<file path="src/rtl/ppide_pkg.sv">
package ppide_pkg;
  localparam int REG_IDX_W = 3;

  localparam logic [7:0] CTRL_IDLE   = 8'h04;
  localparam logic [7:0] CTRL_NIB_LO = 8'h06;
  localparam logic [7:0] CTRL_NIB_HI = 8'h04;
  localparam logic [7:0] CTRL_SEQ_A  = 8'h0C;
  localparam logic [7:0] CTRL_SEQ_B  = 8'h0E;
  localparam logic [7:0] CTRL_WR_ARM = 8'h05;
  localparam logic [7:0] CTRL_WR_GO  = 8'h07;
  localparam logic [7:0] CTRL_BST_A  = 8'hA6;
  localparam logic [7:0] CTRL_BST_B  = 8'hA4;
  localparam logic [7:0] CTRL_BST_END = 8'hAC;
  localparam logic [7:0] ADDR_RELEASE = 8'h20;

  typedef enum logic [1:0] {
    BANK_NONE = 2'd0,
    BANK_TASK = 2'd1,
    BANK_CTL  = 2'd2
  } bank_e;

  typedef struct packed {
    logic                 wrStrobe;
    logic                 popStrobe;
    logic                 showNibble;
    bank_e                bank;
    logic [REG_IDX_W-1:0] idx;
  } ctlStrobes_t;

  function automatic bank_e decodeBank(input logic [1:0] sel);
    case (sel)
      2'b01:   return BANK_TASK;
      2'b10:   return BANK_CTL;
      default: return BANK_NONE;
    endcase
  endfunction
endpackage

</file>
<file path="src/rtl/ppide_ctrl.sv">
module ppide_ctrl
  import ppide_pkg::*;
#(
  parameter int SYNC_STAGES = 2
) (
  input  logic        clk,
  input  logic        rstN,
  input  logic [7:0]  hostCtrl,
  input  logic [7:0]  hostData,
  output ctlStrobes_t strb,
  output logic [7:0]  ctrlNow,
  output logic [7:0]  dataNow,
  output logic        busDrive
);
  logic [7:0] ctrlPipe [SYNC_STAGES];
  logic [7:0] dataPipe [SYNC_STAGES];
  logic [7:0] ctrlPrev;
  logic       stepped;

  always_ff @(posedge clk) begin
    if (!rstN) begin
      for (int i = 0; i < SYNC_STAGES; i++) begin
        ctrlPipe[i] <= CTRL_IDLE;
        dataPipe[i] <= 8'h00;
      end
      ctrlPrev <= CTRL_IDLE;
    end else begin
      ctrlPipe[0] <= hostCtrl;
      dataPipe[0] <= hostData;
      for (int i = 1; i < SYNC_STAGES; i++) begin
        ctrlPipe[i] <= ctrlPipe[i-1];
        dataPipe[i] <= dataPipe[i-1];
      end
      ctrlPrev <= ctrlNow;
    end
  end

  assign ctrlNow = ctrlPipe[SYNC_STAGES-1];
  assign dataNow = dataPipe[SYNC_STAGES-1];
  assign stepped = (ctrlNow != ctrlPrev);

  // Address waveform matcher: only value changes count as steps
  logic [1:0] seqIdx, seqNext;
  logic       latchHit;

  always_comb begin
    seqNext  = seqIdx;
    latchHit = 1'b0;
    if (stepped) begin
      if (seqIdx == 2'd2 && ctrlNow == CTRL_SEQ_A)      seqNext = 2'd3;
      else if (ctrlNow == CTRL_SEQ_A)                   seqNext = 2'd1;
      else if (seqIdx == 2'd1 && ctrlNow == CTRL_SEQ_B) seqNext = 2'd2;
      else if (seqIdx == 2'd3 && ctrlNow == CTRL_IDLE) begin
        latchHit = 1'b1;
        seqNext  = 2'd0;
      end else                                          seqNext = 2'd0;
    end
  end

  logic                 selected, burstMode, burstArmed;
  bank_e                bankQ;
  logic [REG_IDX_W-1:0] idxQ;

  always_ff @(posedge clk) begin
    if (!rstN) begin
      seqIdx     <= 2'd0;
      selected   <= 1'b0;
      burstMode  <= 1'b0;
      burstArmed <= 1'b0;
      bankQ      <= BANK_NONE;
      idxQ       <= '0;
    end else begin
      seqIdx <= seqNext;
      if (latchHit) begin
        selected   <= (dataNow != ADDR_RELEASE);
        burstMode  <= (dataNow != ADDR_RELEASE) && (dataNow[7:6] == 2'b11);
        burstArmed <= (dataNow != ADDR_RELEASE) && (dataNow[7:6] == 2'b11);
        bankQ      <= decodeBank(dataNow[4:3]);
        idxQ       <= dataNow[REG_IDX_W-1:0];
      end else if (stepped && ctrlNow == CTRL_BST_END) begin
        burstArmed <= 1'b0;
      end
    end
  end

  always_comb begin
    strb.wrStrobe   = stepped && ctrlPrev == CTRL_WR_ARM && ctrlNow == CTRL_WR_GO
                      && selected && !burstMode;
    strb.popStrobe  = stepped && burstArmed
                      && (ctrlNow == CTRL_BST_A || ctrlNow == CTRL_BST_B);
    strb.showNibble = selected && !burstMode;
    strb.bank       = bankQ;
    strb.idx        = idxQ;
  end

  assign busDrive = burstArmed && ctrlNow[5];
endmodule

</file>
<file path="src/rtl/ppide_dpath.sv">
module ppide_dpath
  import ppide_pkg::*;
#(
  parameter int FIFO_DEPTH = 16
) (
  input  logic        clk,
  input  logic        rstN,
  input  ctlStrobes_t strb,
  input  logic [7:0]  ctrlNow,
  input  logic [7:0]  dataNow,
  output logic [7:0]  statusOut,
  output logic [7:0]  burstByte
);
  localparam int REGS  = 1 << REG_IDX_W;
  localparam int PTR_W = (FIFO_DEPTH > 1) ? $clog2(FIFO_DEPTH) : 1;
  localparam int CNT_W = $clog2(FIFO_DEPTH + 1);

  logic [7:0]       taskRegs [REGS];
  logic [7:0]       ctlRegs  [REGS];
  logic [7:0]       fifoMem  [FIFO_DEPTH];
  logic [PTR_W-1:0] rdPtr, wrPtr;
  logic [CNT_W-1:0] fifoCount;

  logic       isData, fifoEmpty, fifoFull, doPush, doPop;
  logic [7:0] readVal;
  logic [3:0] nib;

  assign isData    = (strb.bank == BANK_TASK) && (strb.idx == '0);
  assign fifoEmpty = (fifoCount == '0);
  assign fifoFull  = (fifoCount == CNT_W'(FIFO_DEPTH));
  assign doPush    = strb.wrStrobe && isData && !fifoFull;
  assign doPop     = strb.popStrobe && isData && !fifoEmpty;

  always_comb begin
    case (strb.bank)
      BANK_TASK: readVal = isData ? (fifoEmpty ? 8'h00 : fifoMem[rdPtr])
                                  : taskRegs[strb.idx];
      BANK_CTL:  readVal = ctlRegs[strb.idx];
      default:   readVal = 8'h00;
    endcase
  end

  always_comb begin
    if (ctrlNow == CTRL_NIB_LO)      nib = readVal[3:0];
    else if (ctrlNow == CTRL_NIB_HI) nib = readVal[7:4];
    else                             nib = 4'h0;
  end

  function automatic logic [PTR_W-1:0] bump(input logic [PTR_W-1:0] p);
    return (p == PTR_W'(FIFO_DEPTH - 1)) ? '0 : p + 1'b1;
  endfunction

  always_ff @(posedge clk) begin
    if (!rstN) begin
      for (int i = 0; i < REGS; i++) begin
        taskRegs[i] <= 8'h00;
        ctlRegs[i]  <= 8'h00;
      end
      rdPtr     <= '0;
      wrPtr     <= '0;
      fifoCount <= '0;
      statusOut <= 8'h00;
      burstByte <= 8'h00;
    end else begin
      statusOut <= strb.showNibble ? {nib, 4'h0} : 8'h00;
      if (strb.wrStrobe) begin
        if (strb.bank == BANK_TASK && !isData) taskRegs[strb.idx] <= dataNow;
        if (strb.bank == BANK_CTL)             ctlRegs[strb.idx]  <= dataNow;
      end
      if (doPush) begin
        fifoMem[wrPtr] <= dataNow;
        wrPtr          <= bump(wrPtr);
      end
      if (strb.popStrobe) burstByte <= readVal;
      if (doPop) rdPtr <= bump(rdPtr);
      case ({doPush, doPop})
        2'b10:   fifoCount <= fifoCount + 1'b1;
        2'b01:   fifoCount <= fifoCount - 1'b1;
        default: fifoCount <= fifoCount;
      endcase
    end
  end
endmodule

</file>
<file path="src/rtl/ppide_bridge.sv">
module ppide_bridge
  import ppide_pkg::*;
#(
  parameter int FIFO_DEPTH  = 16,
  parameter int SYNC_STAGES = 2
) (
  input  logic       clk,
  input  logic       rstN,
  input  logic [7:0] hostData,
  input  logic [7:0] hostCtrl,
  output logic [7:0] statusOut,
  output logic [7:0] dataOut,
  output logic       dataOe
);
  ctlStrobes_t strb;
  logic [7:0]  ctrlNow, dataNow;

  ppide_ctrl #(.SYNC_STAGES(SYNC_STAGES)) u_ctl (
    .clk(clk), .rstN(rstN), .hostCtrl(hostCtrl), .hostData(hostData),
    .strb(strb), .ctrlNow(ctrlNow), .dataNow(dataNow), .busDrive(dataOe)
  );

  ppide_dpath #(.FIFO_DEPTH(FIFO_DEPTH)) u_dp (
    .clk(clk), .rstN(rstN), .strb(strb), .ctrlNow(ctrlNow), .dataNow(dataNow),
    .statusOut(statusOut), .burstByte(dataOut)
  );
endmodule

</file>
<file path="config.mk">
export PLATFORM = sky130hd
export DESIGN_NAME = ppide_bridge
export DESIGN_NICKNAME = d
export VERILOG_FILES = /design/src/rtl/ppide_pkg.sv /design/src/rtl/ppide_ctrl.sv /design/src/rtl/ppide_dpath.sv /design/src/rtl/ppide_bridge.sv
export SDC_FILE = /design/constraint.sdc
export NUM_CORES = 1
export LEC_CHECK = 0
export BUFFER_PORTS_ARGS = -buffer_cell sky130_fd_sc_hd__buf_2
export CAP_MARGIN = 10
export CORE_UTILIZATION = 40
export CTS_CLUSTER_DIAMETER = 200
export DETAILED_ROUTE_END_ITERATION = 10
export SYNTH_ARGS = -nofsm -noshare
export SYNTH_HDL_FRONTEND = slang
export SYNTH_SLANG_ARGS = --single-unit
</file>
<file path="constraint.sdc">
create_clock -name clk -period 5.9 [get_ports clk]
set_input_delay 0.59 -clock clk [delete_from_list [all_inputs] [get_ports clk]]
set_output_delay 0.59 -clock clk [all_outputs]
set_load 0.02 [all_outputs]
</file>
==> run metrics, run 1 <==
Hold Crit Start=hostCtrl[2]; CTS max path bufs=3; FF+latch area=9330 µm²; core area=between 30000 and 40000 µm²; final count of pins violating max slew=0; endpoints failing setup=0; hold worst-path end=u_ctl.ctrlPipe[0][2]$_SDFF_PN1_; Final GP Congestion=about 0.79; synthesized cell area=between 10000 and 15000 µm²; Crit path required time=approximately 6.3 ns; Post-Synth Adder-Cell Area=0.0113; PnR worst setup slack=between 2 and 3 ns; sequential-to-total area share from yosys stat=0.668; HPWL Detailed=approximately 18 mm; EDFF count, synth=~260; DR iter-0 viols=around 600; status=finished, violations left; Post-CTS Setup Bufs=0; Clock Skews=around 0.02 ns; Syn-to-layout area delta=13.0%; synth top area cells=edfxtp_1, dfxtp_1, mux4_2; CTS H-tree lvls=2; GR Util met2=0.273; Async S/R FF share, synth=0; largest area contributor in the netlist=edfxtp_1; Slew @ Worst Pin=~1.3 ns; TritonCTS clock tree=done; GRT overflow=0; Worst R2R Path Depth=11; Final Net Count=976; initial antenna violation count=0; VDD IR max=between 200 and 250 µV; Synth Area in Compound Gates=0.0373; kind of critical path=reg2reg; Die Area=35700 µm²; Final Hold Fails=0; Peak Freq=~310 MHz; post-synth cell types=58; final setup TNS=0 ns; Pwr Density=311 nW/µm²; Vias=approximately 7300; most frequent CP cell=a21oi_1; # port buffers=30; Slew headroom=0.133; LEAKAGE=approximately 0.0053 µW; die span in y=189 µm; gr usage total=0.167; Post-Synthesis Cells=roughly 900; average size of a mapped cell=15.6 µm²; element type at the critical path start=flop; commonest non-fill, non-tap cells in the layout=edfxtp_1, and2_1, dfxtp_1, mux4_2, nor2_1; Worst Path Max Fanout=7; DRC Markers=1; CP peak stage delay=roughly 0.43 ns; routing usage on met3=0.0252; Antenna Nets Post-Route=0; TritonCTS Buffers=36; HP Class=in2reg; clock net sink count=approximately 340; Core Rows=just under 70; mux cell area share after synthesis=0.125; vias in the first global route=roughly 7300; hold depth=2; Synth Area in Simple Gates=0.130; Synth top area share=0.550; layout cells sized above 1=0.193; largest net degree at the start of global routing=between 60 and 70; Root Driver=clkbuf_16; number of antenna diodes=0; Wirelength per Cell=slightly above 20 µm; worst skew pair latency=~0.52 ns; Ys Warns=0; ys flop type=edfxtp_1; commonest non-fill, non-tap cell in the layout=edfxtp_1; Synth Register Bits=338; footprint of the multi-input gates=about 4400 µm²; Die X=around 190 µm; max-cap violations=0; largest family of logic cells by synthesized area=simple AND/OR/NAND/NOR gates; crit path time final=~3.2 ns; Reg-to-Reg Start=u_ctl.ctrlPipe[0][13]$_SDFF_PN0_; count of filler cells inserted in the layout=between 3000 and 4000; I/O Pins=35; failing checks=design-rule violations; grt met1 use=0.233; busiest grt layer=met2; Final Hold Slack=between 0.2 and 0.3 ns; reg2reg setup slack=approximately 2.7 ns; Post-CTS Resized=0; Hold Buf Count CTS=0; global-route wire length before repair=around 44 mm; RSZ-0062 raised after global routing=false; Slowest-stage cell, CP=fa_1; Critical R2R Capture=u_dp.fifoCount[4]$_SDFFE_PN0P_; vias per cell=5.12; Setup crit end kind=flop; Initial Utilization=0.405; pre-CTS setup slack=between 2 and 3 ns; Routed WL=about 29 mm; clk slew on worst S/H paths=0.06 ns; cell-by-cell trace of the critical path=nor4_1, and4_1, and3_1, inv_1, ha_1, fa_1, a21o_1, a21oi_1, xor2_1, or3_1, a21oi_1; post-route clock period utilization=0.550; WP data arrival=around 3.7 ns; Post-Synth XOR/XNOR Area=0.00752; DR pass1 iterations=8
-- how the worst max path moves through the flow --
stage	startpoint	to	cells past startpoint
4_1_cts	u_ctl.ctrlPipe[0][13]$_SDFF_PN0_	u_dp.fifoCount[4]$_SDFFE_PN0P_	11
3_5_place_dp	u_ctl.ctrlPipe[0][13]$_SDFF_PN0_	u_dp.fifoCount[4]$_SDFFE_PN0P_	11
6_report	u_ctl.ctrlPipe[0][13]$_SDFF_PN0_	u_dp.fifoCount[4]$_SDFFE_PN0P_	11
2_1_floorplan	u_dp.fifoCount[0]$_SDFFE_PN0P_	u_dp.fifoCount[4]$_SDFFE_PN0P_	11
5_1_grt	u_ctl.ctrlPipe[0][13]$_SDFF_PN0_	u_dp.fifoCount[4]$_SDFFE_PN0P_	11
3_3_place_gp	u_ctl.ctrlPipe[0][13]$_SDFF_PN0_	u_dp.fifoCount[4]$_SDFFE_PN0P_	11
-- critical path: cells and delay by family (launching register included) --
family                     cells  cell delay (ns)
DFF                            1             0.36
buffers and inverters          1             0.11
adders and majority gates      2             0.73
AOI/OAI and AO/OA              3             0.50
xor gates and xnor gates       1             0.09
and+or+nand+nor                4             1.41
-- through the flow --
step,total power (µW),std cells,instance area [µm²],util
after floorplan,2720,909,14000,-
after global placement,2770,1361,14600,0.425
after detailed placement,2770,1362,14600,0.425
after CTS,4970,1426,15800,0.458
after global routing,5060,1427,15800,0.458
final,4920,1427,15800,0.458
-- final cells by class --
class                      count  share of cell area
timing repair buffer          52              0.0198
tap                          455              0.0360
multi-input combinational    507               0.278
inverter                      11             0.00261
sequential                   338               0.591
clock inverter                12             0.00713
clock buffer                  52              0.0657
-- layer usage --
metal | vias up | wire length [µm] | share of wire
li1 | 3444 | - | -
met1 | 3707 | 13700 | 0.47
met2 | 127 | 14100 | 0.48
met3 | 33 | 1020 | 0.035
met4 | 0 | 412 | 0.014
met5 | - | 0 | 0
-- where the power goes --
part / switching, µW / internal [µW]
sequential: 14.8 / 2590
combinational: 72.5 / 36.0
clock: 892 / 1310
-- Yosys cell counts, drive strengths merged (7+ instances only) --
cell       n
edfxtp   256
and2     163
dfxtp     82
mux4      64
nor2      41
clkbuf    30
mux2i     30
buf       23
nand2     21
nor3      18
nand2b    16
a21oi     14
o21ai     13
o22ai     13
ha        11
inv       11
xnor2     10
a22o       8
o2bb2ai    8
nand3      7
-- state kept, by name, summed over array words and instances (netlist names), named ones only --
| register | cells |
|---|---|
| u_ctl.bankQ | 2 |
| u_ctl.burstArmed | 1 |
| u_ctl.burstMode | 1 |
| u_ctl.ctrlPipe | 16 |
| u_ctl.ctrlPrev | 8 |
| u_ctl.dataPipe | 16 |
| u_ctl.idxQ | 3 |
| u_ctl.selected | 1 |
| u_ctl.seqIdx | 2 |
| u_dp.burstByte | 8 |
| u_dp.ctlRegs | 64 |
| u_dp.fifoCount | 5 |
| u_dp.fifoMem | 128 |
| u_dp.rdPtr | 4 |
| u_dp.statusOut | 4 |
| u_dp.taskRegs | 64 |
| u_dp.wrPtr | 4 |
-- kinds of logic after synthesis --
group	Yosys count
DFF	338
and+or+nand+nor	304
muxes	94
AOI/OAI and AO/OA	73
buffers and inverters	64
adders and majority gates	12
xor gates and xnor gates	12
other	1
Note: power is estimated with default switching activity, not from simulation.
==> run 2: changes to the inputs <==
==> constraint.sdc (replaced) <==
create_clock -name clk -period 2.81 [get_ports clk]
set_input_delay 0.281 -clock clk [delete_from_list [all_inputs] [get_ports clk]]
set_output_delay 0.281 -clock clk [all_outputs]
set_load 0.02 [all_outputs]
==> run 2 against run 1 <==
  * The flow now finishes without violations
  * Clock skew grew 0.0049 ns
  * Clock power rose by 120%
  * Core utilization rose by 2.5 points
  * Cell count up 6.0%
  * Register-to-register slack worse by 2.6 ns
  * Worst hold slack improved by 0.074 ns
  * Largest cell class unchanged
==> run metrics, run 2 (synthesized netlist as in run 1, its figures left out) <==
status=completed; core area=34500 µm² (unchanged); final setup TNS=0 ns (unchanged); VDD IR max=415 µV (+90%); Peak Freq=365 MHz (+19%); post-route clock period utilization=0.974 (+0.424); Slew @ Worst Pin=0.811 ns (-0.477 ns); gr usage total=0.176 (+0.00932); Final Hold Fails=0 (unchanged); RSZ-0062 raised after global routing=true; DR pass1 iterations=5 (-3); Final GP Congestion=0.806 (+2.5%); sequential power share=0.522 (-0.008); initial antenna violation count=0 (unchanged); grt met1 use=0.240 (+0.00656); # port buffers=30 (unchanged); pre-CTS setup slack=-0.0282 ns (-2.73 ns); global-route wire length before repair=47.4 mm (+6.8%); Initial Utilization=0.405 (unchanged); vias in the first global route=8021 (+10%); busiest grt layer=met2; I/O Pins=35 (unchanged); commonest non-fill, non-tap cells in the layout=edfxtp_1, and2_1, buf_4, dfxtp_1, mux4_2; HP Class=in2reg; max FFs per register=128 (unchanged); endpoints failing setup=0 (unchanged); HPWL Detailed=20.1 mm (+9.3%); largest net degree at the start of global routing=67 (unchanged); number of antenna diodes=0 (unchanged); vias per cell=5.14 (+0.30%); Pwr Density=631 nW/µm² (+100%); Clock Skews=0.0251 ns (+0.00492 ns); LEAKAGE=0.00577 µW (+8.6%); Core Rows=68 (unchanged); GR Util met2=0.292 (+0.0192); Final Net Count=1060 (+8.6%); biggest regs=u_dp.fifoMem: 128 flops, u_dp.ctlRegs: 64 flops, u_dp.taskRegs: 64 flops; crit path time final=2.74 ns (-0.507 ns); DR iter-0 viols=506 (-15%); GRT overflow=0 (unchanged); TritonCTS clock tree=done; Comb power frac=0.025 (+0.003); clock net sink count=338 (unchanged); TritonCTS Buffers=37 (+2.8%); max-cap violations=0 (unchanged); layout cells sized above 1=0.261 (+0.0677); switching fraction of total power=0.200 (+0.000532); Clk pwr share=0.453 (+0.005); worst skew pair latency=0.53 ns (about the same); Wirelength per Cell=20.2 µm (-1.4%); routing usage on met3=0.0313 (+0.00612); Crit path required time=3.24 ns (-3.10 ns); die span in y=189 µm (unchanged); kind of critical path=reg2reg; Setup crit end kind=flop; WP data arrival=3.17 ns (-0.52 ns); Vias=7770 (+6.3%); cell internal pwr=8420 µW (+110%); Die Area=35700 µm² (unchanged); Slew headroom=0.459 (+0.326); Antenna Nets Post-Route=0 (unchanged); element type at the critical path start=flop; PnR worst setup slack=0.0739 ns (-2.58 ns); DRC Markers=0 (-1); Routed WL=30.5 mm (+4.5%); Syn-to-layout area delta=19.2%; CTS max path bufs=3 (unchanged); Die X=189 µm (unchanged); final count of pins violating max slew=0 (unchanged); Worst Path Max Fanout=4 (-3); clk slew on worst S/H paths=0.06 ns (about the same); Largest Register=u_dp.fifoMem; commonest non-fill, non-tap cell in the layout=edfxtp_1; Net Sw Power=2100 µW (+110%); CTS H-tree lvls=2 (unchanged); Root Driver=clkbuf_16
==> run 2: layer usage <==
layer | up-vias | share of wire
met5 | - | 0
met4 | 0 | 0.018
met3 | 41 | 0.055
met2 | 194 | 0.49
met1 | 3900 | 0.44
li1 | 3635 | -
==> run 2: final timing paths <==
| path | from | to | slack (ns) | cells past startpoint |
|---|---|---|---|---|
| setup reg to reg | u_dp.fifoCount[2]$_SDFFE_PN0P_ | u_dp.fifoCount[4]$_SDFFE_PN0P_ | 0.07 | 11 |
| hold reg to reg | u_ctl.ctrlPipe[0][2]$_SDFF_PN1_ | u_ctl.ctrlPipe[0][10]$_SDFF_PN1_ | 0.41 | 1 |
| hold / removal | rstN | u_ctl.ctrlPipe[0][10]$_SDFF_PN1_ | 0.35 | 3 |
| setup / recovery | u_dp.fifoCount[2]$_SDFFE_PN0P_ | u_dp.fifoCount[4]$_SDFFE_PN0P_ | 0.07 | 11 |
==> run 2: power groups by stage <==
stage / Clock, µW / Sequential, µW / Combinational (µW)
6_report: 4760 / 5490 / 263
2_1_floorplan: 0 / 5580 / 137
4_1_cts: 4860 / 5490 / 259
3_5_place_dp: 0 / 5600 / 241
5_1_grt: 5070 / 5500 / 286
3_3_place_gp: 0 / 5590 / 237
==> run 2: worst max-delay path, cell delays in order (launching register included) <==
cell	delay [ns]
dfxtp_2	0.34
or4_4	0.53
o21a_1	0.19
o2111ai_2	0.08
inv_2	0.07
ha_4	0.19
fa_2	0.37
a21o_1	0.19
a21oi_2	0.13
xor2_1	0.08
or3_1	0.36
a21oi_2	0.12
==> run 2: cell type report <==
| type | count | area, µm² |
|---|---|---|
| fill | 2964 | 17800 |
| sequential | 338 | 9340 |
| multi-input combinational | 507 | 4480 |
| clock buffer | 49 | 1030 |
| timing repair buffer | 135 | 1030 |
| tap | 455 | 569 |
| clock inverter | 17 | 168 |
| inverter | 11 | 41.3 |
==> run 2: stage by stage <==
step	cell area (µm²)	util	hold WS (ns)	power, µW	cells
global route	16700	0.483	0.377	10900	1512
floorplan	14000	-	0.382	5720	909
global placement	15100	0.439	0.391	5830	1418
finish	16700	0.483	0.346	10500	1512
CTS	16500	0.479	0.349	10600	1502
detailed placement	15100	0.439	0.400	5840	1418
==> run 2: repair_timing <==
item / CTS / global route
endpoints found under the setup margin: 1 / 1
hold buffers: 16 / 0
hold endpoints to repair: 16 / 0
resized for setup: 6 / 14
pin swaps: 0 / 10
buffers inserted: 2 / 10
==> run 3: changes to the inputs <==
==> constraint.sdc (replaced) <==
create_clock -name clk -period 2.5 [get_ports clk]
set_input_delay 0.25 -clock clk [delete_from_list [all_inputs] [get_ports clk]]
set_output_delay 0.25 -clock clk [all_outputs]
set_load 0.02 [all_outputs]
==> run 3 against run 2 <==
  * The run now ends with negative setup slack left
  * Clock power grew 18%
  * Power grew 15%
  * Setup slack lost 0.19 ns
  * Routed wire length shrank 0.41%
  * Worst hold slack lost 0.16 ns
  * Global-route usage grew 0.16 points
  * Via count grew 0.22%
  * First-iteration DRC count grew 23%
  * Non-clock buffer count grew 13
==> run metrics, run 3 (synthesized netlist as in run 1, its figures left out) <==
Worst Path Max Fanout=3 (-1); Core Rows=68 (unchanged); Worst R2R Path Depth=11 (unchanged); Comb power frac=0.024 (about the same); Clk pwr share=0.466 (+0.013); Die X=189 µm (unchanged); initial antenna violation count=0 (unchanged); clk slew on worst S/H paths=0.06 ns (about the same); die span in y=189 µm (unchanged); Final Net Count=1073 (+1.2%); pre-CTS setup slack=-0.171 ns (-0.143 ns); crit path time final=2.61 ns (-0.122 ns); Vias=7787 (+0.22%); TritonCTS Buffers=37 (unchanged); VDD IR max=406 µV (-2.1%); cell internal pwr=9750 µW (+16%); switching fraction of total power=0.194 (-0.00526); CTS H-tree lvls=2 (unchanged); Largest Register=u_dp.fifoMem; Initial Utilization=0.405 (unchanged); vias in the first global route=8035 (+0.17%); Util after Layout=0.489 (+0.00534); RSZ-0062 raised after global routing=true; gr usage total=0.178 (+0.00160); Pwr Density=719 nW/µm² (+14%); Slew headroom=0.493 (+0.0342); post-route clock period utilization=1.05 (+0.0718); clock net sink count=338 (unchanged); Slew @ Worst Pin=0.760 ns (-0.0512 ns); # port buffers=30 (unchanged); status=finished, violations left; Final Hold Fails=0 (unchanged); endpoints failing setup=1 (+1); TritonCTS clock tree=done; core area=34500 µm² (unchanged); total power=12100 µW (+15%); placed cells=1441 (+1.6%); Die Area=35700 µm² (unchanged); worst skew pair latency=0.52 ns (about the same); Peak Freq=383 MHz (+4.7%); hold depth=3 (unchanged); Critical R2R Capture=u_dp.fifoCount[4]$_SDFFE_PN0P_; DR iter-0 viols=622 (+23%); crit path from=u_dp.fifoCount[0]$_SDFFE_PN0P_; vias per cell=5.11 (-0.64%); final count of pins violating max slew=0 (unchanged); Routed WL=30.4 mm (-0.41%); fin cells=1525 (+0.86%); largest net degree at the start of global routing=57 (-15%); Reg-to-Reg Start=u_dp.fifoCount[0]$_SDFFE_PN0P_; CTS max path bufs=3 (unchanged); PnR worst setup slack=-0.114 ns (-0.188 ns); LEAKAGE=0.00587 µW (+1.9%); Syn-to-layout area delta=20.5%; Wirelength per Cell=19.9 µm (-1.3%); element type at the critical path start=flop; reg2reg setup slack=-0.11 ns (-0.19 ns); DR pass1 iterations=5 (unchanged); global-route wire length before repair=47.4 mm (about the same); layout cells sized above 1=0.270 (+0.00898); Crit path required time=2.95 ns (-0.29 ns); biggest regs=u_dp.fifoMem: 128 flops, u_dp.ctlRegs: 64 flops, u_dp.taskRegs: 64 flops; HPWL Detailed=20.1 mm (about the same); Final GP Congestion=0.818 (+1.5%); DRC Markers=0 (unchanged); number of antenna diodes=0 (unchanged); I/O Pins=35 (unchanged); failing checks=negative setup slack; Design Area, Final=16800 µm² (+1.1%); max-cap violations=0 (unchanged); Net Sw Power=2350 µW (+12%); commonest non-fill, non-tap cell in the layout=edfxtp_1; Placed Area=15300 µm² (+1.5%); worst setup path endpoint=u_dp.fifoCount[4]$_SDFFE_PN0P_; Clock Skews=0.0156 ns (-0.00952 ns); Antenna Nets Post-Route=0 (unchanged); sequential power share=0.510 (-0.012); GRT overflow=0 (unchanged); kind of critical path=reg2reg; Setup crit end kind=flop; commonest non-fill, non-tap cells in the layout=edfxtp_1, and2_1, buf_4, dfxtp_1, mux4_2; max FFs per register=128 (unchanged); HP Class=in2reg; Root Driver=clkbuf_16; WP data arrival=3.06 ns (-0.11 ns)
run 3: worst min-delay path by stage:
stage / startpoint / endpoint
5_1_grt: rstN / u_dp.wrPtr[2]$_SDFFE_PN0P_
3_5_place_dp: u_ctl.ctrlPipe[0][2]$_SDFF_PN1_ / u_ctl.ctrlPipe[0][10]$_SDFF_PN1_
3_3_place_gp: u_ctl.ctrlPipe[0][2]$_SDFF_PN1_ / u_ctl.ctrlPipe[0][10]$_SDFF_PN1_
4_1_cts: rstN / u_dp.wrPtr[2]$_SDFFE_PN0P_
2_1_floorplan: hostCtrl[2] / u_ctl.ctrlPipe[0][2]$_SDFF_PN1_
6_report: rstN / u_dp.wrPtr[2]$_SDFFE_PN0P_
run 3: critical path: stages, from the launching register on:
cell and delay, ns:
dfxtp_2 0.31, or4_4 0.54, o21a_1 0.22, o2111ai_4 0.08, inv_2 0.06, ha_4 0.17, fa_2 0.35, a21o_1 0.17
a21oi_2 0.13, xor2_1 0.08, or3_1 0.30, a21oi_1 0.12
run 3: routing by layer:
metal,global-route usage,vias up,share of wire
li1,-,3653,-
met2,0.288,168,0.48
met4,0.0639,0,0.030
met3,0.0302,59,0.045
met1,0.242,3907,0.45
met5,0,-,0
run 3: power by group through the flow:
stage / combinational (µW) / clock (µW) / sequential (µW)
2_1_floorplan: 156 / 0 / 6270
3_3_place_gp: 274 / 0 / 6290
3_5_place_dp: 278 / 0 / 6290
4_1_cts: 299 / 5770 / 6170
5_1_grt: 324 / 5990 / 6180
6_report: 296 / 5640 / 6170
run 3: final cells by class:
class / count / area (µm²)
clock buffer: 48 / 1060
fill: 2934 / 17600
timing repair buffer: 148 / 1140
inverter: 11 / 43.8
tap: 455 / 569
sequential: 338 / 9330
multi-input combinational: 507 / 4480
clock inverter: 18 / 216
run 3: repair_timing:
item / in CTS / in global routing
hold buffers: 16 / 0
endpoints found under the setup margin: 2 / 11
endpoints found under the hold margin: 16 / 0
resized for setup: 3 / 6
setup buffers: 1 / 1
pin swaps: 6 / 6
run 3: per-stage QoR:
step / setup TNS [ns] / hold slack (ns)
after floorplan: -0.140 / 0.351
after global placement: -0.0913 / 0.401
after detailed placement: -0.207 / 0.401
after CTS: -0.128 / 0.181
after global routing: -0.365 / 0.184
final: -0.114 / 0.187
